## config.mk

```make
export PLATFORM = sky130hd
export DESIGN_NAME = hiccup_seq
export DESIGN_NICKNAME = d
export VERILOG_FILES = /design/src/rtl/hiccup_pkg.sv /design/src/rtl/hiccup_ramp.sv /design/src/rtl/hiccup_trip_delay.sv /design/src/rtl/hiccup_fsm.sv /design/src/rtl/hiccup_seq.sv
export SDC_FILE = /design/constraint.sdc
export NUM_CORES = 1
export LEC_CHECK = 0
export BUFFER_PORTS_ARGS = -buffer_cell sky130_fd_sc_hd__clkbuf_2
export CORE_AREA = 2 2 61 63
export CTS_BUF_LIST = sky130_fd_sc_hd__clkbuf_8
export DETAILED_ROUTE_END_ITERATION = 12
export DIE_AREA = 0 0 63 65
export GPL_TIMING_DRIVEN = 0
export PLACE_DENSITY = 0.58
export SYNTH_ARGS = -nofsm -noshare
export SYNTH_HDL_FRONTEND = slang
export SYNTH_SLANG_ARGS = --single-unit
export TNS_END_PERCENT = 10
```

## constraint.sdc

```tcl
create_clock -name clk -period 4.1 [get_ports clk]
set_input_delay 0.41 -clock clk [delete_from_list [all_inputs] [get_ports clk]]
set_output_delay 0.41 -clock clk [all_outputs]
set_load 0.02 [all_outputs]
```

## src/rtl/hiccup_pkg.sv

```systemverilog
package hiccup_pkg;

  typedef enum logic [2:0] {
    ST_IDLE,
    ST_SOFT,
    ST_RUN,
    ST_ARM,
    ST_DUMMY,
    ST_OVH,
    ST_OTH,
    ST_LATCH
  } seq_state_t;

  localparam int FAST_INC = 5;
  localparam int SLOW_INC = 1;

  // ramp value that corresponds to the regulation reference
  function automatic int ref_level(input int steps);
    return FAST_INC * steps;
  endfunction

  // start-complete level, about 1.275 times the reference
  function automatic int done_level(input int steps);
    return (FAST_INC * steps * 51) / 40;
  endfunction

endpackage

```

## src/rtl/hiccup_ramp.sv

```systemverilog
module hiccup_ramp
  import hiccup_pkg::*;
#(
  parameter int STEPS  = 16,
  parameter int RAMP_W = 7
) (
  input  logic              clk,
  input  logic              rst,
  input  logic              tick,
  input  logic              clr,
  input  logic              fast,
  input  logic              slow,
  output logic [RAMP_W-1:0] ramp,
  output logic              at_ref,
  output logic              done
);

  localparam logic [RAMP_W-1:0] REF_V  = RAMP_W'(ref_level(STEPS));
  localparam logic [RAMP_W-1:0] TOP_V  = RAMP_W'(done_level(STEPS));
  localparam logic [RAMP_W:0]   TOP_X  = (RAMP_W+1)'(done_level(STEPS));
  localparam logic [RAMP_W:0]   FAST_X = (RAMP_W+1)'(FAST_INC);
  localparam logic [RAMP_W:0]   SLOW_X = (RAMP_W+1)'(SLOW_INC);

  logic [RAMP_W:0]   inc;
  logic [RAMP_W:0]   sum;
  logic [RAMP_W-1:0] ramp_d;

  always_comb begin
    if (fast)      inc = FAST_X;
    else if (slow) inc = SLOW_X;
    else           inc = '0;
    sum = {1'b0, ramp} + inc;
    if (clr)
      ramp_d = '0;
    else if (tick && (fast || slow))
      ramp_d = (sum > TOP_X) ? TOP_V : sum[RAMP_W-1:0];
    else
      ramp_d = ramp;
  end

  always_ff @(posedge clk) begin
    if (rst) begin
      ramp <= '0;
      done <= 1'b0;
    end else begin
      ramp <= ramp_d;
      done <= (ramp_d >= TOP_V);
    end
  end

  assign at_ref = (ramp >= REF_V);

endmodule

```

## src/rtl/hiccup_trip_delay.sv

```systemverilog
module hiccup_trip_delay #(
  parameter int DELAY = 2,
  parameter int CNT_W = 2
) (
  input  logic clk,
  input  logic rst,
  input  logic clr,
  input  logic arm,
  input  logic tick,
  output logic expired
);

  localparam logic [CNT_W-1:0] LAST = CNT_W'(DELAY - 1);

  logic [CNT_W-1:0] cnt;

  assign expired = arm && tick && (cnt == LAST);

  always_ff @(posedge clk) begin
    if (rst || clr)
      cnt <= '0;
    else if (arm && tick && !expired)
      cnt <= cnt + 1'b1;
  end

endmodule

```

## src/rtl/hiccup_fsm.sv

```systemverilog
module hiccup_fsm
  import hiccup_pkg::*;
#(
  parameter bit LS_PRESENT = 1'b1
) (
  input  logic clk,
  input  logic rst,
  input  logic en_in,
  input  logic supply_ok,
  input  logic oc_lim,
  input  logic oc_trip,
  input  logic ov_soft,
  input  logic ov_hard,
  input  logic fb_low,
  input  logic ot_hot,
  input  logic ot_cool,
  input  logic unlatch,
  input  logic at_ref,
  input  logic dly_done,
  output logic ramp_clr,
  output logic ramp_fast,
  output logic ramp_slow,
  output logic dly_clr,
  output logic dly_arm,
  output logic pwm_en,
  output logic hs_en,
  output logic ls_en,
  output logic cbc_limit
);

  seq_state_t st, nxt;
  logic       run_now, run_nxt;

  assign run_now = (st == ST_SOFT) || (st == ST_RUN) || (st == ST_ARM);
  assign run_nxt = (nxt == ST_SOFT) || (nxt == ST_RUN) || (nxt == ST_ARM);
  assign dly_arm = (st == ST_ARM);

  always_comb begin
    nxt       = st;
    ramp_clr  = 1'b0;
    ramp_fast = 1'b0;
    ramp_slow = 1'b0;
    dly_clr   = 1'b0;
    if (st == ST_LATCH) begin
      ramp_clr = 1'b1;
      if (unlatch) nxt = ST_IDLE;
    end else if (!(en_in && supply_ok)) begin
      nxt      = ST_IDLE;
      ramp_clr = 1'b1;
    end else if (ov_hard) begin
      nxt      = ST_LATCH;
      ramp_clr = 1'b1;
    end else if (ov_soft) begin
      nxt      = ST_OVH;
      ramp_clr = (st == ST_DUMMY);
    end else if (ot_hot) begin
      nxt = ST_OTH;
    end else begin
      case (st)
        ST_IDLE: begin
          nxt      = ST_SOFT;
          ramp_clr = 1'b1;
        end
        ST_SOFT: begin
          ramp_fast = 1'b1;
          if (oc_trip) begin
            nxt     = ST_ARM;
            dly_clr = 1'b1;
          end else if (at_ref) begin
            nxt = ST_RUN;
          end
        end
        ST_RUN: begin
          ramp_fast = 1'b1;
          if (oc_trip) begin
            nxt     = ST_ARM;
            dly_clr = 1'b1;
          end
        end
        ST_ARM: begin
          ramp_fast = 1'b1;
          if (dly_done) begin
            nxt      = ST_DUMMY;
            ramp_clr = 1'b1;
          end
        end
        ST_DUMMY: begin
          if (at_ref) begin
            nxt      = ST_SOFT;
            ramp_clr = 1'b1;
          end else begin
            ramp_slow = 1'b1;
          end
        end
        ST_OVH: begin
          if (fb_low) nxt = ST_SOFT;
        end
        ST_OTH: begin
          if (ot_cool) begin
            nxt      = ST_SOFT;
            ramp_clr = 1'b1;
          end
        end
        default: nxt = ST_IDLE;
      endcase
    end
  end

  always_ff @(posedge clk) begin
    if (rst) begin
      st        <= ST_IDLE;
      pwm_en    <= 1'b0;
      hs_en     <= 1'b0;
      cbc_limit <= 1'b0;
    end else begin
      st        <= nxt;
      pwm_en    <= run_nxt;
      hs_en     <= run_nxt;
      cbc_limit <= oc_lim && run_now;
    end
  end

  generate
    if (LS_PRESENT) begin : g_sync_low
      always_ff @(posedge clk) begin
        if (rst) ls_en <= 1'b0;
        else     ls_en <= run_nxt;
      end
    end else begin : g_diode_low
      assign ls_en = 1'b0;
    end
  endgenerate

endmodule

```

## src/rtl/hiccup_seq.sv

```systemverilog
module hiccup_seq
  import hiccup_pkg::*;
#(
  parameter int STEPS      = 16,
  parameter int TRIP_DELAY = 2,
  parameter bit LS_PRESENT = 1'b1,
  localparam int RAMP_W    = $clog2(done_level(STEPS) + 1)
) (
  input  logic              clk,
  input  logic              rst,
  input  logic              tick,
  input  logic              en_in,
  input  logic              supply_ok,
  input  logic              oc_lim,
  input  logic              oc_trip,
  input  logic              ov_soft,
  input  logic              ov_hard,
  input  logic              fb_low,
  input  logic              ot_hot,
  input  logic              ot_cool,
  input  logic              unlatch,
  output logic [RAMP_W-1:0] ss_ramp,
  output logic              pwm_en,
  output logic              hs_en,
  output logic              ls_en,
  output logic              ss_done,
  output logic              cbc_limit
);

  localparam int DLY_W = $clog2(TRIP_DELAY + 1);

  logic ramp_clr, ramp_fast, ramp_slow, at_ref;
  logic dly_clr, dly_arm, dly_done;

  hiccup_ramp #(
    .STEPS  (STEPS),
    .RAMP_W (RAMP_W)
  ) u_ramp (
    .clk    (clk),
    .rst    (rst),
    .tick   (tick),
    .clr    (ramp_clr),
    .fast   (ramp_fast),
    .slow   (ramp_slow),
    .ramp   (ss_ramp),
    .at_ref (at_ref),
    .done   (ss_done)
  );

  hiccup_trip_delay #(
    .DELAY (TRIP_DELAY),
    .CNT_W (DLY_W)
  ) u_delay (
    .clk     (clk),
    .rst     (rst),
    .clr     (dly_clr),
    .arm     (dly_arm),
    .tick    (tick),
    .expired (dly_done)
  );

  hiccup_fsm #(
    .LS_PRESENT (LS_PRESENT)
  ) u_fsm (
    .clk       (clk),
    .rst       (rst),
    .en_in     (en_in),
    .supply_ok (supply_ok),
    .oc_lim    (oc_lim),
    .oc_trip   (oc_trip),
    .ov_soft   (ov_soft),
    .ov_hard   (ov_hard),
    .fb_low    (fb_low),
    .ot_hot    (ot_hot),
    .ot_cool   (ot_cool),
    .unlatch   (unlatch),
    .at_ref    (at_ref),
    .dly_done  (dly_done),
    .ramp_clr  (ramp_clr),
    .ramp_fast (ramp_fast),
    .ramp_slow (ramp_slow),
    .dly_clr   (dly_clr),
    .dly_arm   (dly_arm),
    .pwm_en    (pwm_en),
    .hs_en     (hs_en),
    .ls_en     (ls_en),
    .cbc_limit (cbc_limit)
  );

endmodule

```

== Word-level counts from Yosys, hierarchy flattened ==
Cells that the tools add are included.
Widths: inputs -> output; s select.

* Order comparisons: 3
* Muxes and demuxes: 48
* Add/sub/neg operators: 2
* Reductions and logical operators: 16
* Equal/unequal tests: 11

{| class="wikitable"
|+ Operators by type and width
! operator !! count
|-
| $mux 3 || 13
|-
| $mux 1 || 29
|-
| $mux 7 || 3
|-
| $pmux 3 s7 || 1
|-
| $ge 7x7->1 const B || 2
|-
| $eq 3x2->1 const B || 4
|-
| $eq 3x3->1 const B || 4
|-
| $add 7x8->8 || 1
|-
| $gt 8x7->1 const B || 1
|-
| $mux 8 || 1
|-
| $eq 3x1->1 const B || 2
|-
| $logic_and 1x1->1 || 6
|-
| $logic_or 1x1->1 || 6
|-
| $pmux 1 s4 || 1
|-
| $logic_not 3->1 || 1
|-
| $reduce_or 3->1 || 1
|-
| $add 2x1->2 const B || 1
|-
| $eq 2x1->1 const B || 1
|-
| $reduce_or 2->1 || 1
|-
| $logic_not 1->1 || 1
|}

* Register bits: 15
* Output and inout port bits: 12

== Longest topological paths before layout ==
Gate-level depths: netlist of run 1.

* Word-level depth: 16
* Depth in mapped cells: 14
* Mapped depth without buffers: 13

== Hierarchy ==
A second synthesis of run 1 with hierarchy kept.

* Cell total of the unflattened synthesis: 162
* Area, all modules: 1355.0 µm²

{| class="wikitable"
|+ By module, submodules not included
! module !! cells an instance !! seq. area each (µm²) !! times used !! area an instance (µm²)
|-
| hiccup_ramp || 88 || 160.2 || 1 || 713.2
|-
| hiccup_fsm || 62 || 100.1 || 1 || 519.2
|-
| hiccup_trip_delay || 12 || 40.0 || 1 || 122.6
|}

== Worst setup path before layout of run 1 ==
OpenSTA, ideal clock, no wires.

* Path kind: reg-to-reg
* Start: reg u_fsm.st[1]
* End: reg u_ramp.done
* Path buffers: 1
* Setup time: 0.139 ns
* Stages on the path, launching flop included: 15
* Data required time: 3.961 ns
* Data arrival time: 2.538 ns
* Slack: 1.424 ns
* Clock period less this slack: 2.676 ns
* Path through: dfxtp_1 -> buf_4 -> nand3_1 -> nand3_2 -> nor2_1 -> nand2_1 -> a21oi_1 -> ha_1 -> ha_1 -> nand2_1 -> a2111o_1 -> and3_1 -> and3_1 -> a211oi_1 -> a311oi_1

* Cells in the longest elaborated chain, start to end: 15

{| class="wikitable"
|+ Ends and longest elaborated chain
! item !! RTL line !! RTL
|-
| from (decl) || hiccup_fsm.sv:31 || <nowiki>seq_state_t st, nxt;</nowiki>
|-
| from (signal assigned) || hiccup_fsm.sv:116 || <nowiki>st <= nxt;</nowiki>
|-
| $eq 3x2->1, or another cell as far along || hiccup_fsm.sv:36, hiccup_fsm.sv:59 ||
|-
| $reduce_or 3->1 (no source line) / $mux 1 (equally long branches) || - ||
|-
| $mux 1 (on tied branches) || hiccup_fsm.sv:59, hiccup_fsm.sv:56 ||
|-
| $mux 1 (on tied branches) || hiccup_fsm.sv:56, hiccup_fsm.sv:53 ||
|-
| $mux 1 (on tied branches) || hiccup_fsm.sv:53, hiccup_fsm.sv:50 ||
|-
| $mux 1 (on tied branches) || hiccup_fsm.sv:50, hiccup_fsm.sv:47 ||
|-
| $mux 1 (on tied branches) || hiccup_fsm.sv:47, hiccup_fsm.sv:44 ||
|-
| $mux 1 (on tied branches) || hiccup_fsm.sv:44, hiccup_ramp.sv:30 ||
|-
| $mux 8 || hiccup_ramp.sv:29 || <nowiki>if (fast) inc = FAST_X;</nowiki>
|-
| $add 7x8->8 || hiccup_ramp.sv:32 || <nowiki>sum = {1'b0, ramp} + inc;</nowiki>
|-
| $gt 8x7->1 || hiccup_ramp.sv:36 || <nowiki>ramp_d = (sum > TOP_X) ? TOP_V : sum[RAMP_W-1:0];</nowiki>
|-
| $mux 7 || hiccup_ramp.sv:36 ||
|-
| $mux 7 || hiccup_ramp.sv:35 || <nowiki>else if (tick && (fast || slow))</nowiki>
|-
| $mux 7 * || hiccup_ramp.sv:33 || <nowiki>if (clr)</nowiki>
|-
| $ge 7x7->1 * || hiccup_ramp.sv:47 || <nowiki>done <= (ramp_d >= TOP_V);</nowiki>
|-
| to (signal assigned) || hiccup_ramp.sv:47 ||
|-
| to (decl) || hiccup_ramp.sv:15 || <nowiki>output logic done</nowiki>
|}

Every way passes the cells marked *; elsewhere a longest branch is shown, timed or not.
A chain may end at the register's enable or synchronous reset.

== Final worst setup path of run 1 ==
Same ends and word-level chain as after synthesis.

==> key figures, run 1 <==
Synthesis
  – Count of mapped cells out of synthesis: ~150
  – Mean cell area of the mapped netlist: roughly 8 um2
  – EDFF count, synth: 0
  – Net count after synthesis: 163
  – Cell type contributing the most total cell area after synthesis: sky130_fd_sc_hd__dfxtp_1
  – Primary flip-flop cell chosen by synthesis mapping: sky130_fd_sc_hd__dfxtp_1
  – Proportion of netlist area held by the largest area contributor: a little over a quarter
  – Netlist Area Pre-Place: 1150 um2
  – Post-synth cell types: 49
  – Cell types with the largest area share after synthesis: sky130_fd_sc_hd__dfxtp_1 (26%), sky130_fd_sc_hd__nor2_1 (5.9%), sky130_fd_sc_hd__a21oi_1 (5.2%), sky130_fd_sc_hd__ha_1 (4.3%), sky130_fd_sc_hd__nand2_1 (3.6%)
  – Share of flip-flops with an asynchronous set or reset after synthesis: 0%
  – Proportion of synthesized chip area in sequential cells: 26.0%
  – Syn. warnings: 0
  – Post-synthesis sequential element count: 15

Placed design
  – Detailed-placement wirelength estimate: 2260 um
  – Gp weighted congestion: roughly 0.86
  – Count of input and output buffers: 23
  – Number of cells in the design after placement: 217

Clock tree
  – Clock tree root buffer cell: sky130_fd_sc_hd__clkbuf_8
  – Post-cts repair resize count: 0
  – Clock tree buffer depth: 2
  – Setup repair bufs after CTS: 0
  – Skew-Pair Late Insertion Delay: approximately 0.24 ns
  – Hold_buf cts: 0
  – Clock sinks: 15
  – Cts bufs inserted: 3
  – Clock-pin slew on the worst setup and hold paths: ~0.060 ns
  – CTS H-Tree Depth: 1
  – Clock tree from TritonCTS: done

Setup path
  – Sort of element at the end of the critical path: register
  – Worst Setup Path Type: register to register
  – Register-to-Register Path Depth: 14
  – Top fanout value on the critical path: 10
  – Type of element launching the critical path: register
  – End of the worst register-to-register path: u_ramp.done
  – Arrival time at the worst endpoint: 3.19 ns
  – Worst endpoint required time: around 4.2 ns
  – Origin of the critical flop-to-flop path: u_fsm.st[1]
  – Crit path buffers/inverters: 1
  – Slowest-stage cell, CP: sky130_fd_sc_hd__dfxtp_1
  – Max stage delay on crit path: approximately 0.37 ns
  – Critical path cell sequence: buf_4 -> nand3_1 -> nand3_2 -> nor2_1 -> nand2_1 -> a21oi_1 -> ha_1 -> ha_1 -> a21oi_1 -> o211ai_1 -> and3_1 -> and3_1 -> a211oi_1 -> a311oi_1
  – Reg2reg setup slack: roughly 1.0 ns
  – Kind of cell with the highest combined delay on the critical path: compound AO/OA/AOI/OAI gates

STA
  – Hold Vio Cnt, Final: 0
  – Fmax: around 320 MHz
  – Worst clock skew: approximately 0.0024 ns
  – RSZ-0062 raised after global routing: false
  – Setup Total Neg Slack: 0 ns
  – Period utilisation layout: 75.2%
  – Clock period minus final worst setup slack: 3.08 ns
  – Final setup fails: 0
  – Max-slew violations: 0
  – Normalized max-slew margin: 60.6%
  – Actual slew at the worst max-slew pin: a little under 0.6 ns

GRT
  – Via count of the first global-routing pass: 1104
  – Wire length of the first global-routing pass: 4950 um
  – Overall overflow remaining after global route: 0
  – GRT Util Overall: 15.2%
  – Number of antenna violations at the first check in global routing: 0
  – Maximum number of pins on one net before global-route repair: 11

Drt
  – Highest layer used for signal routing: met4
  – DRT iter0 DRCs: 80
  – Post-DRT Antenna Nets: 0
  – DR pass1 iterations: 4
  – Final WL: between 2000 and 3000 um
  – Residual DRC count: 0
  – Met3 layer wire length in the routed design: roughly 120 um
  – Overall via count from detail_route: around 1.2k
  – Average vias per placed instance: 5.31
  – DR WL met2: approximately 1400 um
  – Wirelength per Cell: approximately 13 um
  – Routed length on met1: 1350 um

Min path
  – Hold Path Stages: 2
  – Endpoint with the worst hold slack: u_fsm.cbc_limit
  – Worst hold start: oc_lim
  – Path category of the worst min-delay check: primary input to register

Layout
  – Final std cells w/o fill: about 220
  – Count of inserted antenna diode cells: 0
  – Leading cell types in the layout, fill and taps excluded: sky130_fd_sc_hd__clkbuf_2 (23), sky130_fd_sc_hd__nor2_1 (18), sky130_fd_sc_hd__dfxtp_1 (15)
  – Fraction of layout instances using a drive strength above 1: between 20% and 30%
  – Leading cell type in the layout, fill and taps excluded: sky130_fd_sc_hd__clkbuf_2
  – Area Growth Syn to Fin: 19.1%
  – Number of nets at the end of the flow: ~190
  – Share of the core filled with cells: roughly two fifths

Floorplan
  – Number of ports placed on the die boundary: 25
  – DIE AREA: just over 4000 um2
  – Die Y-Extent: around 65 um
  – Floorplan core area: approximately 3500 um2
  – Die X-Extent: approximately 63 um
  – Row count: 22
  – Starting utilization of the core area: 33.0%

Flow run
  – Maximum capacitance violations: 0

Pwr
  – Power per cell area: approximately 220 nW/um2
  – Cell leakage power: 0.543 nW
  – Worst supply voltage drop on vdd: roughly 0.00012 V
  – Tot Pwr: 0.309 mW

Outcome
  – Status: completed
[worst register-to-register path, cell delays in order (launching register included)]
cell and delay (ns):
sky130_fd_sc_hd__dfxtp_1 0.37, sky130_fd_sc_hd__buf_4 0.19, sky130_fd_sc_hd__nand3_1 0.13, sky130_fd_sc_hd__nand3_2 0.18, sky130_fd_sc_hd__nor2_1 0.06, sky130_fd_sc_hd__nand2_1 0.11, sky130_fd_sc_hd__a21oi_1 0.06, sky130_fd_sc_hd__ha_1 0.22
sky130_fd_sc_hd__ha_1 0.23, sky130_fd_sc_hd__a21oi_1 0.34, sky130_fd_sc_hd__o211ai_1 0.21, sky130_fd_sc_hd__and3_1 0.22, sky130_fd_sc_hd__and3_1 0.19, sky130_fd_sc_hd__a211oi_1 0.26, sky130_fd_sc_hd__a311oi_1 0.17
[worst max path at each step]
stage / end / from / slack, ns / depth (start not counted)
after floorplan: u_ramp.done / u_fsm.st[1] / 1.42 / 14
after global placement: u_ramp.done / u_fsm.st[1] / 1.13 / 14
after detailed placement: u_ramp.done / u_fsm.st[1] / 1.04 / 14
after CTS: u_ramp.done / u_fsm.st[1] / 1.01 / 14
after global routing: u_ramp.done / u_fsm.st[1] / 0.74 / 14
final: u_ramp.done / u_fsm.st[1] / 1.02 / 14
[power breakdown]
part           total, mW  internal (mW)  switching (mW)
combinational     0.0436         0.0184          0.0252
clock              0.116         0.0662          0.0496
sequential         0.150          0.148         0.00187
total              0.309          0.233          0.0766
[final cells by class]
cell class                      instances  area, um2
Multi-Input combinational cell        118        776
Clock buffer                            3       41.3
Buffer                                  9       63.8
Timing Repair Buffer                   23        115
Sequential cell                        15        300
Inverter                                4       15.0
Fill cell                             389       2120
Clock inverter                          1       3.75
Tap cell                               48       60.1
[layer usage]
| layer | vias up | track usage [%] |
|---|---|---|
| met3 | 4 | 3.13 |
| li1 | 591 | - |
| met1 | 544 | 18.8 |
| met2 | 35 | 25.8 |
| met4 | 0 | 5.83 |
| met5 | - | 0 |
[stage by stage]
stage / area (um2) / hold slack (ns) / setup WS (ns)
final: 1380 / 0.408 / 1.02
after global routing: 1380 / 0.404 / 0.744
after CTS: 1380 / 0.404 / 1.01
after detailed placement: 1330 / 0.499 / 1.04
after global placement: 1330 / 0.488 / 1.13
after floorplan: 1150 / 0.478 / 1.42
[registers in the layout, indices dropped and copies added (netlist names)]
register / cells
u_fsm.cbc_limit: 1
u_fsm.st: 3
u_ramp.done: 1
u_delay.cnt: 2
u_fsm.hs_en: 1
u_ramp.ramp: 7
[cells in the mapped netlist, drive strengths merged, types with 2 or more instances]
cell and n:
a2111o 2, nand2b 4, nor2 19, buf 8, nor3b 2, a31oi 3
a211oi 4, nor2b 4, a21oi 12, nor4b 2, dfxtp 15, mux2i 2
a31o 2, or2 2, ha 4, o21ai 8, and3 4, nand2 11
nor3 7, nand4 2, nand3 4, xor2 2, inv 4
[logic make-up (layout without fill, tap and decap cells)]
family	after synthesis	count (layout)	synth area share, %
and+or+nand+nor	65	65	30.6
AOI/OAI and AO/OA	44	44	28.3
DFF	15	15	26.0
buffers and inverters	13	40	6.82
adders and majority gates	4	4	4.33
xor gates and xnor gates	3	3	2.28
muxes	2	2	1.73
Note: power is estimated with default switching activity, not from simulation.
==> inputs of run 2 (changes only) <==
--- a/config.mk
+++ b/config.mk
@@ -11,7 +11,7 @@
 export DETAILED_ROUTE_END_ITERATION = 12
 export DIE_AREA = 0 0 63 65
 export GPL_TIMING_DRIVEN = 0
-export PLACE_DENSITY = 0.58
+export PLACE_DENSITY = 0.6
 export SYNTH_ARGS = -nofsm -noshare
 export SYNTH_HDL_FRONTEND = slang
 export SYNTH_SLANG_ARGS = --single-unit
==> constraint.sdc (replaced) <==
create_clock -name clk -period 2.75 [get_ports clk]
set_input_delay 0.275 -clock clk [delete_from_list [all_inputs] [get_ports clk]]
set_output_delay 0.275 -clock clk [all_outputs]
set_load 0.02 [all_outputs]
==> run 2 against run 1 <==
Against the previous run:
- non-clock buffer count increased by 5
- first-iteration DRC count down 2.5%
- critical endpoint unchanged
- sequential power up 49%
- largest cell class unchanged
- die area unchanged
==> key figures, run 2 (synthesized netlist as in run 1, its figures left out) <==
Floorplan
  – DIE AREA: 4100 um2 (unchanged)
  – Floorplan core area: 3500 um2 (unchanged)
  – Die X-Extent: 63 um (unchanged)
  – Number of ports placed on the die boundary: 25 (unchanged)
  – Row count: 22 (unchanged)
  – Starting utilization of the core area: 33.0% (unchanged)
  – Die Y-Extent: 65 um (unchanged)

STA
  – Worst clock skew: 0.00407 ns (was 0.00239 ns)
  – Actual slew at the worst max-slew pin: 0.604 ns (was 0.586 ns)
  – WHS: 0.272 ns (was 0.408 ns)
  – Hold Vio Cnt, Final: 0 (unchanged)
  – Period utilisation layout: 95.5% (was 75.2%)
  – Final setup fails: 0 (unchanged)
  – Post-route worst setup slack: 0.124 ns (was 1.02 ns)
  – Normalized max-slew margin: 59.5% (was 60.6%)
  – Fmax: 381 MHz (was 324 MHz)
  – Setup Total Neg Slack: 0 ns (unchanged)
  – Clock period minus final worst setup slack: 2.63 ns (was 3.08 ns)
  – Max-slew violations: 0 (unchanged)

Setup path
  – Crit path buffers/inverters: 1 (unchanged)
  – Top fanout value on the critical path: 5 (was 10)
  – Sort of element at the end of the critical path: register (unchanged)
  – Arrival time at the worst endpoint: 2.74 ns (was 3.19 ns)
  – Kind of cell with the highest combined delay on the critical path: simple AND/OR/NAND/NOR gates (was compound AO/OA/AOI/OAI gates)
  – Slowest-stage cell, CP: sky130_fd_sc_hd__a2111o_1 (was sky130_fd_sc_hd__dfxtp_1)
  – Type of element launching the critical path: register (unchanged)
  – Worst endpoint required time: 2.87 ns (was 4.20 ns)
  – Most frequent CP cell: sky130_fd_sc_hd__and3_4
  – Worst Setup Path Type: register to register (unchanged)
  – Max stage delay on crit path: 0.41 ns (was 0.37 ns)
  – Critical path cell sequence: buf_6 -> nor2_4 -> or2_4 -> nor2_1 -> ha_2 -> or3b_1 -> a2111o_1 -> and3_4 -> and3_4 -> a211oi_2 -> a311oi_1 (was buf_4 -> nand3_1 -> nand3_2 -> nor2_1 -> nand2_1 -> a21oi_1 -> ha_1 -> ha_1 -> a21oi_1 -> o211ai_1 -> and3_1 -> and3_1 -> a211oi_1 -> a311oi_1)

Clock tree
  – Cts bufs inserted: 3 (unchanged)
  – Clock tree from TritonCTS: done (unchanged)
  – Clock tree buffer depth: 2 (unchanged)
  – Clock-pin slew on the worst setup and hold paths: 0.06 ns (about the same)
  – CTS H-Tree Depth: 1 (unchanged)
  – Clock sinks: 15 (unchanged)
  – Skew-Pair Late Insertion Delay: 0.25 ns (was 0.24 ns)
  – Clock tree root buffer cell: sky130_fd_sc_hd__clkbuf_8 (unchanged)

Drt
  – Residual DRC count: 0 (unchanged)
  – Overall via count from detail_route: 1190 (was 1174)
  – DRT iter0 DRCs: 78 (was 80)
  – DR pass1 iterations: 4 (unchanged)
  – Final WL: 2820 um (was 2900 um)
  – Wirelength per Cell: 12.5 um (was 13.1 um)
  – Post-DRT Antenna Nets: 0 (unchanged)
  – Average vias per placed instance: 5.27 (was 5.31)

GRT
  – Number of antenna violations at the first check in global routing: 0 (unchanged)
  – Via count of the first global-routing pass: 1022 (was 1104)
  – Maximum number of pins on one net before global-route repair: 11 (unchanged)
  – Wire length of the first global-routing pass: 4460 um (was 4950 um)
  – Overall overflow remaining after global route: 0 (unchanged)
  – GRT Util Overall: 13.7% (was 15.2%)

Placed design
  – Gp weighted congestion: 0.890 (was 0.865)
  – Number of cells in the design after placement: 217 (unchanged)
  – Detailed-placement wirelength estimate: 2080 um (was 2260 um)
  – Count of input and output buffers: 23 (unchanged)
  – Post-Place Worst Slack: -0.230 ns (was 1.04 ns)
  – Post-place instance area: 1330 um2 (unchanged)

Flow run
  – Maximum capacitance violations: 0 (unchanged)

Layout
  – Number of nets at the end of the flow: 196 (was 191)
  – Cell area after layout: 1490 um2 (was 1380 um2)
  – Largest register by flop count: u_ramp.ramp (unchanged)
  – Number of flip-flops under the largest register name: 7 (unchanged)
  – Largest registers in the final layout: u_ramp.ramp x7, u_fsm.st x3, u_delay.cnt x2 (unchanged)
  – Area Growth Syn to Fin: 29.1% (was 19.1%)
  – Leading cell type in the layout, fill and taps excluded: sky130_fd_sc_hd__clkbuf_2 (unchanged)
  – Share of the core filled with cells: 42.7% (was 39.3%)
  – Area of the multi-input gates: 848 um2 (was 776 um2)
  – Fraction of layout instances using a drive strength above 1: 34.8% (was 25.4%)
  – Count of inserted antenna diode cells: 0 (unchanged)
  – FF/Latch Area: 303 um2 (was 300 um2)
  – Leading cell types in the layout, fill and taps excluded: sky130_fd_sc_hd__clkbuf_2 (23), sky130_fd_sc_hd__nor2_1 (17), sky130_fd_sc_hd__dfxtp_1 (13) (was sky130_fd_sc_hd__clkbuf_2 (23), sky130_fd_sc_hd__nor2_1 (18), sky130_fd_sc_hd__dfxtp_1 (15))
  – Final std cells w/o fill: 226 (was 221)
  – Total of fill cells in the finished design: 378 (was 389)

Outcome
  – Status: completed (unchanged)

Pwr
  – Internal Power: 0.351 mW (was 0.233 mW)
  – Switching power: 0.118 mW (was 0.0766 mW)
  – Clock power share: 36.8% (was 37.4%)
  – Comb pwr share: 15.4% (was 14.1%)
  – Sequential share of power: 47.8% (was 48.5%)
  – Power per cell area: 315 nW/um2 (was 225 nW/um2)
  – Cell leakage power: 0.565 nW (was 0.543 nW)
  – Tot Pwr: 0.469 mW (was 0.309 mW)
  – Switching share of total power: 25.2% (was 24.8%)
  – Worst supply voltage drop on vdd: 0.000232 V (was 0.000119 V)

Min path
  – Path category of the worst min-delay check: primary input to register (unchanged)
-- run 2: changes by cell type in the layout (fill, tap and decap cells not counted), moves of 2 or more --
cell / previous run / this run
sky130_fd_sc_hd__ha_1: 4 / 1
sky130_fd_sc_hd__and3_4: 0 / 2
sky130_fd_sc_hd__ha_2: 0 / 2
sky130_fd_sc_hd__dfxtp_1: 15 / 13
sky130_fd_sc_hd__a21oi_2: 0 / 2
sky130_fd_sc_hd__nand3_4: 0 / 3
sky130_fd_sc_hd__dfxtp_2: 0 / 2
sky130_fd_sc_hd__a21oi_1: 12 / 10
sky130_fd_sc_hd__buf_4: 3 / 7
sky130_fd_sc_hd__and3_1: 4 / 2
sky130_fd_sc_hd__nand3_2: 2 / 0
-- run 2: what timing repair did --
| item | 4_1_cts | 5_1_grt |
|---|---|---|
| resized for setup | 9 | 9 |
| setup endpoints to repair | 5 | 5 |
| pin swaps | 1 | 6 |
| hold buffers | 0 | 0 |
| setup buffers | 1 | 4 |
-- run 2: cell type report --
class                   count  area share (%)
multi-input cells         118            56.9
flip-flops and latches     15            20.3
repair buffers             28            10.2
plain buffers               9            4.53
well taps                  48            4.03
clock buffers               3            2.77
inverters                   4            1.01
clock inverters             1           0.252
-- run 2: path summary, 6_finish.rpt --
| kind | from | to | slack, ns | cells after the start |
|---|---|---|---|---|
| setup reg to reg | u_fsm.st[0] | u_ramp.done | 0.12 | 11 |
| hold / removal | oc_lim | u_fsm.cbc_limit | 0.27 | 2 |
| setup / recovery | u_fsm.st[0] | u_ramp.done | 0.12 | 11 |
| hold reg to reg | u_delay.cnt[1] | u_delay.cnt[1] | 0.50 | 2 |
-- run 2: layer usage --
layer | track usage, % | routed length, um | part of all wire, %
met5 | 0 | 0 | 0
met3 | 2.95 | 121 | 4.3
met2 | 22.2 | 1350 | 48
met4 | 6.39 | 56 | 2.0
met1 | 17.4 | 1290 | 46
-- run 2: worst register-to-register path: stages (launching register included) --
cell                       delay, ns
sky130_fd_sc_hd__dfxtp_1        0.31
sky130_fd_sc_hd__buf_6          0.12
sky130_fd_sc_hd__nor2_4         0.18
sky130_fd_sc_hd__or2_4          0.19
sky130_fd_sc_hd__nor2_1         0.05
sky130_fd_sc_hd__ha_2           0.18
sky130_fd_sc_hd__or3b_1         0.35
sky130_fd_sc_hd__a2111o_1       0.41
sky130_fd_sc_hd__and3_4         0.19
sky130_fd_sc_hd__and3_4         0.18
sky130_fd_sc_hd__a211oi_2       0.22
sky130_fd_sc_hd__a311oi_1       0.12
-- run 2: power groups by stage --
stage          Combinational (mW)  Clock (mW)  Sequential, mW
5_1_grt                    0.0788       0.191           0.225
4_1_cts                    0.0664       0.179           0.224
6_report                   0.0722       0.173           0.224
2_1_floorplan              0.0411           0           0.229
3_5_place_dp               0.0642           0           0.228
3_3_place_gp               0.0634           0           0.228
==> inputs of run 3 (changes only) <==
--- a/config.mk
+++ b/config.mk
@@ -6,10 +6,10 @@
 export NUM_CORES = 1
 export LEC_CHECK = 0
 export BUFFER_PORTS_ARGS = -buffer_cell sky130_fd_sc_hd__clkbuf_2
-export CORE_AREA = 2 2 61 63
+export CORE_AREA = 2 2 56 68
 export CTS_BUF_LIST = sky130_fd_sc_hd__clkbuf_8
 export DETAILED_ROUTE_END_ITERATION = 12
-export DIE_AREA = 0 0 63 65
+export DIE_AREA = 0 0 58 70
 export GPL_TIMING_DRIVEN = 0
 export PLACE_DENSITY = 0.6
 export SYNTH_ARGS = -nofsm -noshare
==> run 3 against run 2 <==
Against the previous run:
- sequential power about the same
- sequential cell count unchanged
- wire length up 6.6%
- clock-buffer cell count unchanged
- fmax down 2.0%
- worst setup slack worse by 0.053 ns
- hold slack worse by 0.0026 ns
- sequential share of layout area up 0.15 points
- power up 2.0%
- combinational power up 5.1%
==> key figures, run 3 (synthesized netlist as in run 1, its figures left out) <==
Setup path
  – Critical path cell sequence: buf_6 -> nand3_4 -> nand3_4 -> nor2_1 -> nand2_1 -> nor2_1 -> ha_2 -> or3b_1 -> a2111o_1 -> and3_4 -> and3_1 -> a211oi_2 -> a311oi_1 (was buf_6 -> nor2_4 -> or2_4 -> nor2_1 -> ha_2 -> or3b_1 -> a2111o_1 -> and3_4 -> and3_4 -> a211oi_2 -> a311oi_1)
  – Kind of cell with the highest combined delay on the critical path: simple AND/OR/NAND/NOR gates (unchanged)
  – Sort of element at the end of the critical path: register (unchanged)
  – Crit path buffers/inverters: 1 (unchanged)
  – Startpoint of the worst setup timing path: u_fsm.st[1] (was u_fsm.st[0])
  – Top fanout value on the critical path: 4 (was 5)
  – Slowest-stage cell, CP: sky130_fd_sc_hd__a2111o_1 (unchanged)
  – Origin of the critical flop-to-flop path: u_fsm.st[1] (was u_fsm.st[0])
  – Worst Setup Path Type: register to register (unchanged)
  – Max stage delay on crit path: 0.42 ns (was 0.41 ns)
  – Type of element launching the critical path: register (unchanged)
  – Worst endpoint required time: 2.87 ns (about the same)
  – Arrival time at the worst endpoint: 2.80 ns (was 2.74 ns)

Clock tree
  – Cts bufs inserted: 3 (unchanged)
  – CTS H-Tree Depth: 1 (unchanged)
  – Clock sinks: 15 (unchanged)
  – Clock-pin slew on the worst setup and hold paths: 0.06 ns (about the same)
  – Clock tree from TritonCTS: done (unchanged)
  – Skew-Pair Late Insertion Delay: 0.25 ns (about the same)
  – Clock tree buffer depth: 2 (unchanged)
  – Clock tree root buffer cell: sky130_fd_sc_hd__clkbuf_8 (unchanged)

Floorplan
  – Starting utilization of the core area: 33.2% (was 33.0%)
  – Number of ports placed on the die boundary: 25 (unchanged)
  – Die X-Extent: 58 um (was 63 um)
  – Row count: 24 (was 22)
  – Floorplan core area: 3480 um2 (was 3500 um2)
  – DIE AREA: 4060 um2 (was 4100 um2)
  – Die Y-Extent: 70 um (was 65 um)

Pwr
  – Sequential share of power: 46.6% (was 47.8%)
  – Worst supply voltage drop on vdd: 0.000191 V (was 0.000232 V)
  – Switching share of total power: 25.9% (was 25.2%)
  – Switching power: 0.124 mW (was 0.118 mW)
  – Power per cell area: 319 nW/um2 (was 315 nW/um2)
  – Cell leakage power: 0.588 nW (was 0.565 nW)
  – Internal Power: 0.355 mW (was 0.351 mW)
  – Clock power share: 37.5% (was 36.8%)
  – Comb pwr share: 15.9% (was 15.4%)

Layout
  – Share of the core filled with cells: 43.0% (was 42.7%)
  – Cell area after layout: 1500 um2 (was 1490 um2)
  – Fraction of layout instances using a drive strength above 1: 36.6% (was 34.8%)
  – Final std cells w/o fill: 222 (was 226)
  – Number of nets at the end of the flow: 201 (was 196)
  – Leading cell types in the layout, fill and taps excluded: sky130_fd_sc_hd__clkbuf_2 (23), sky130_fd_sc_hd__nor2_1 (18), sky130_fd_sc_hd__buf_4 (12), sky130_fd_sc_hd__dfxtp_1 (12), sky130_fd_sc_hd__nand2_1 (11) (was sky130_fd_sc_hd__clkbuf_2 (23), sky130_fd_sc_hd__nor2_1 (17), sky130_fd_sc_hd__dfxtp_1 (13))
  – Largest registers in the final layout: u_ramp.ramp x7, u_fsm.st x3, u_delay.cnt x2 (unchanged)
  – Total of fill cells in the finished design: 357 (was 378)
  – Count of inserted antenna diode cells: 0 (unchanged)
  – Area Growth Syn to Fin: 29.8% (was 29.1%)
  – Largest register by flop count: u_ramp.ramp (unchanged)
  – Number of flip-flops under the largest register name: 7 (unchanged)
  – Leading cell type in the layout, fill and taps excluded: sky130_fd_sc_hd__clkbuf_2 (unchanged)

STA
  – Normalized max-slew margin: 58.4% (was 59.5%)
  – Final setup fails: 0 (unchanged)
  – Worst clock skew: 0.00196 ns (was 0.00407 ns)
  – Max-slew violations: 0 (unchanged)
  – Period utilisation layout: 97.4% (was 95.5%)
  – Clock period minus final worst setup slack: 2.68 ns (was 2.63 ns)
  – Fmax: 373 MHz (was 381 MHz)
  – Actual slew at the worst max-slew pin: 0.615 ns (was 0.604 ns)
  – Hold Vio Cnt, Final: 0 (unchanged)
  – WHS: 0.269 ns (was 0.272 ns)

Drt
  – Final WL: 3000 um (was 2820 um)
  – Post-DRT Antenna Nets: 0 (unchanged)
  – Overall via count from detail_route: 1239 (was 1190)
  – Wirelength per Cell: 13.5 um (was 12.5 um)
  – Average vias per placed instance: 5.58 (was 5.27)
  – Residual DRC count: 0 (unchanged)
  – DR pass1 iterations: 4 (unchanged)
  – DRT iter0 DRCs: 72 (was 78)

GRT
  – Overall overflow remaining after global route: 0 (unchanged)
  – Maximum number of pins on one net before global-route repair: 11 (unchanged)
  – GRT Util Overall: 14.4% (was 13.7%)
  – Via count of the first global-routing pass: 1204 (was 1022)
  – Number of antenna violations at the first check in global routing: 0 (unchanged)
  – Wire length of the first global-routing pass: 4760 um (was 4460 um)

Min path
  – Path category of the worst min-delay check: primary input to register (unchanged)
  – Worst hold start: oc_lim (unchanged)

Placed design
  – Number of cells in the design after placement: 208 (was 217)
  – Gp weighted congestion: 0.813 (was 0.890)
  – Detailed-placement wirelength estimate: 2170 um (was 2080 um)
  – Post-place instance area: 1320 um2 (was 1330 um2)
  – Count of input and output buffers: 23 (unchanged)

Flow run
  – Maximum capacitance violations: 0 (unchanged)

Outcome
  – Status: completed (unchanged)
-- run 3: cell type report --
type / instances / area (um2) / area share (%)
multi-input combinational: 118 / 825 / 55.0
sequential: 15 / 307 / 20.5
timing repair buffer: 33 / 190 / 12.7
buffer: 9 / 67.6 / 4.51
tap: 39 / 48.8 / 3.26
clock buffer: 3 / 41.3 / 2.75
inverter: 4 / 15.0 / 1.00
clock inverter: 1 / 5.00 / 0.334
-- run 3: worst paths after layout --
path	endpoint	slack (ns)	cells past startpoint
hold / removal	u_fsm.cbc_limit	0.27	2
setup reg to reg	u_ramp.done	0.07	13
setup / recovery	u_ramp.done	0.07	13
hold reg to reg	u_delay.cnt[1]	0.51	2
-- run 3: power by group through the flow --
| stage | Clock, mW | Combinational, mW | Sequential [mW] |
|---|---|---|---|
| 2_1_floorplan | 0 | 0.0411 | 0.229 |
| 3_3_place_gp | 0 | 0.0640 | 0.228 |
| 3_5_place_dp | 0 | 0.0650 | 0.228 |
| 4_1_cts | 0.187 | 0.0673 | 0.224 |
| 5_1_grt | 0.196 | 0.0820 | 0.223 |
| 6_report | 0.180 | 0.0759 | 0.223 |
-- run 3: worst reg2reg max path: stages, from the launching register on --
cell and delay [ns]:
sky130_fd_sc_hd__dfxtp_4 0.35, sky130_fd_sc_hd__buf_6 0.09, sky130_fd_sc_hd__nand3_4 0.08, sky130_fd_sc_hd__nand3_4 0.11
sky130_fd_sc_hd__nor2_1 0.05, sky130_fd_sc_hd__nand2_1 0.11, sky130_fd_sc_hd__nor2_1 0.06, sky130_fd_sc_hd__ha_2 0.19
sky130_fd_sc_hd__or3b_1 0.37, sky130_fd_sc_hd__a2111o_1 0.42, sky130_fd_sc_hd__and3_4 0.20, sky130_fd_sc_hd__and3_1 0.18
sky130_fd_sc_hd__a211oi_2 0.23, sky130_fd_sc_hd__a311oi_1 0.12
-- run 3: what timing repair did --
item	in CTS	in global routing
pin swaps	2	5
setup buffers	1	9
gates cloned	0	0
setup endpoints to repair	5	5
resized for setup	9	7
hold buffers	0	0
-- run 3: per-layer routing --
layer	up-vias	global-route usage (%)	wire length [um]
li1	615	-	-
met1	590	15.8	1280
met2	29	26.3	1550
met3	5	2.59	131
met4	0	5.68	41
met5	-	0	0
-- run 3: through the flow --
stage,worst slack (ns),power [mW],TNS (ns)
after global placement,-0.226,0.292,-0.512
after CTS,0.0186,0.478,0
after detailed placement,-0.251,0.293,-0.744
final,0.0716,0.479,0
after floorplan,0.0737,0.270,0
after global routing,-0.0176,0.501,-0.0176
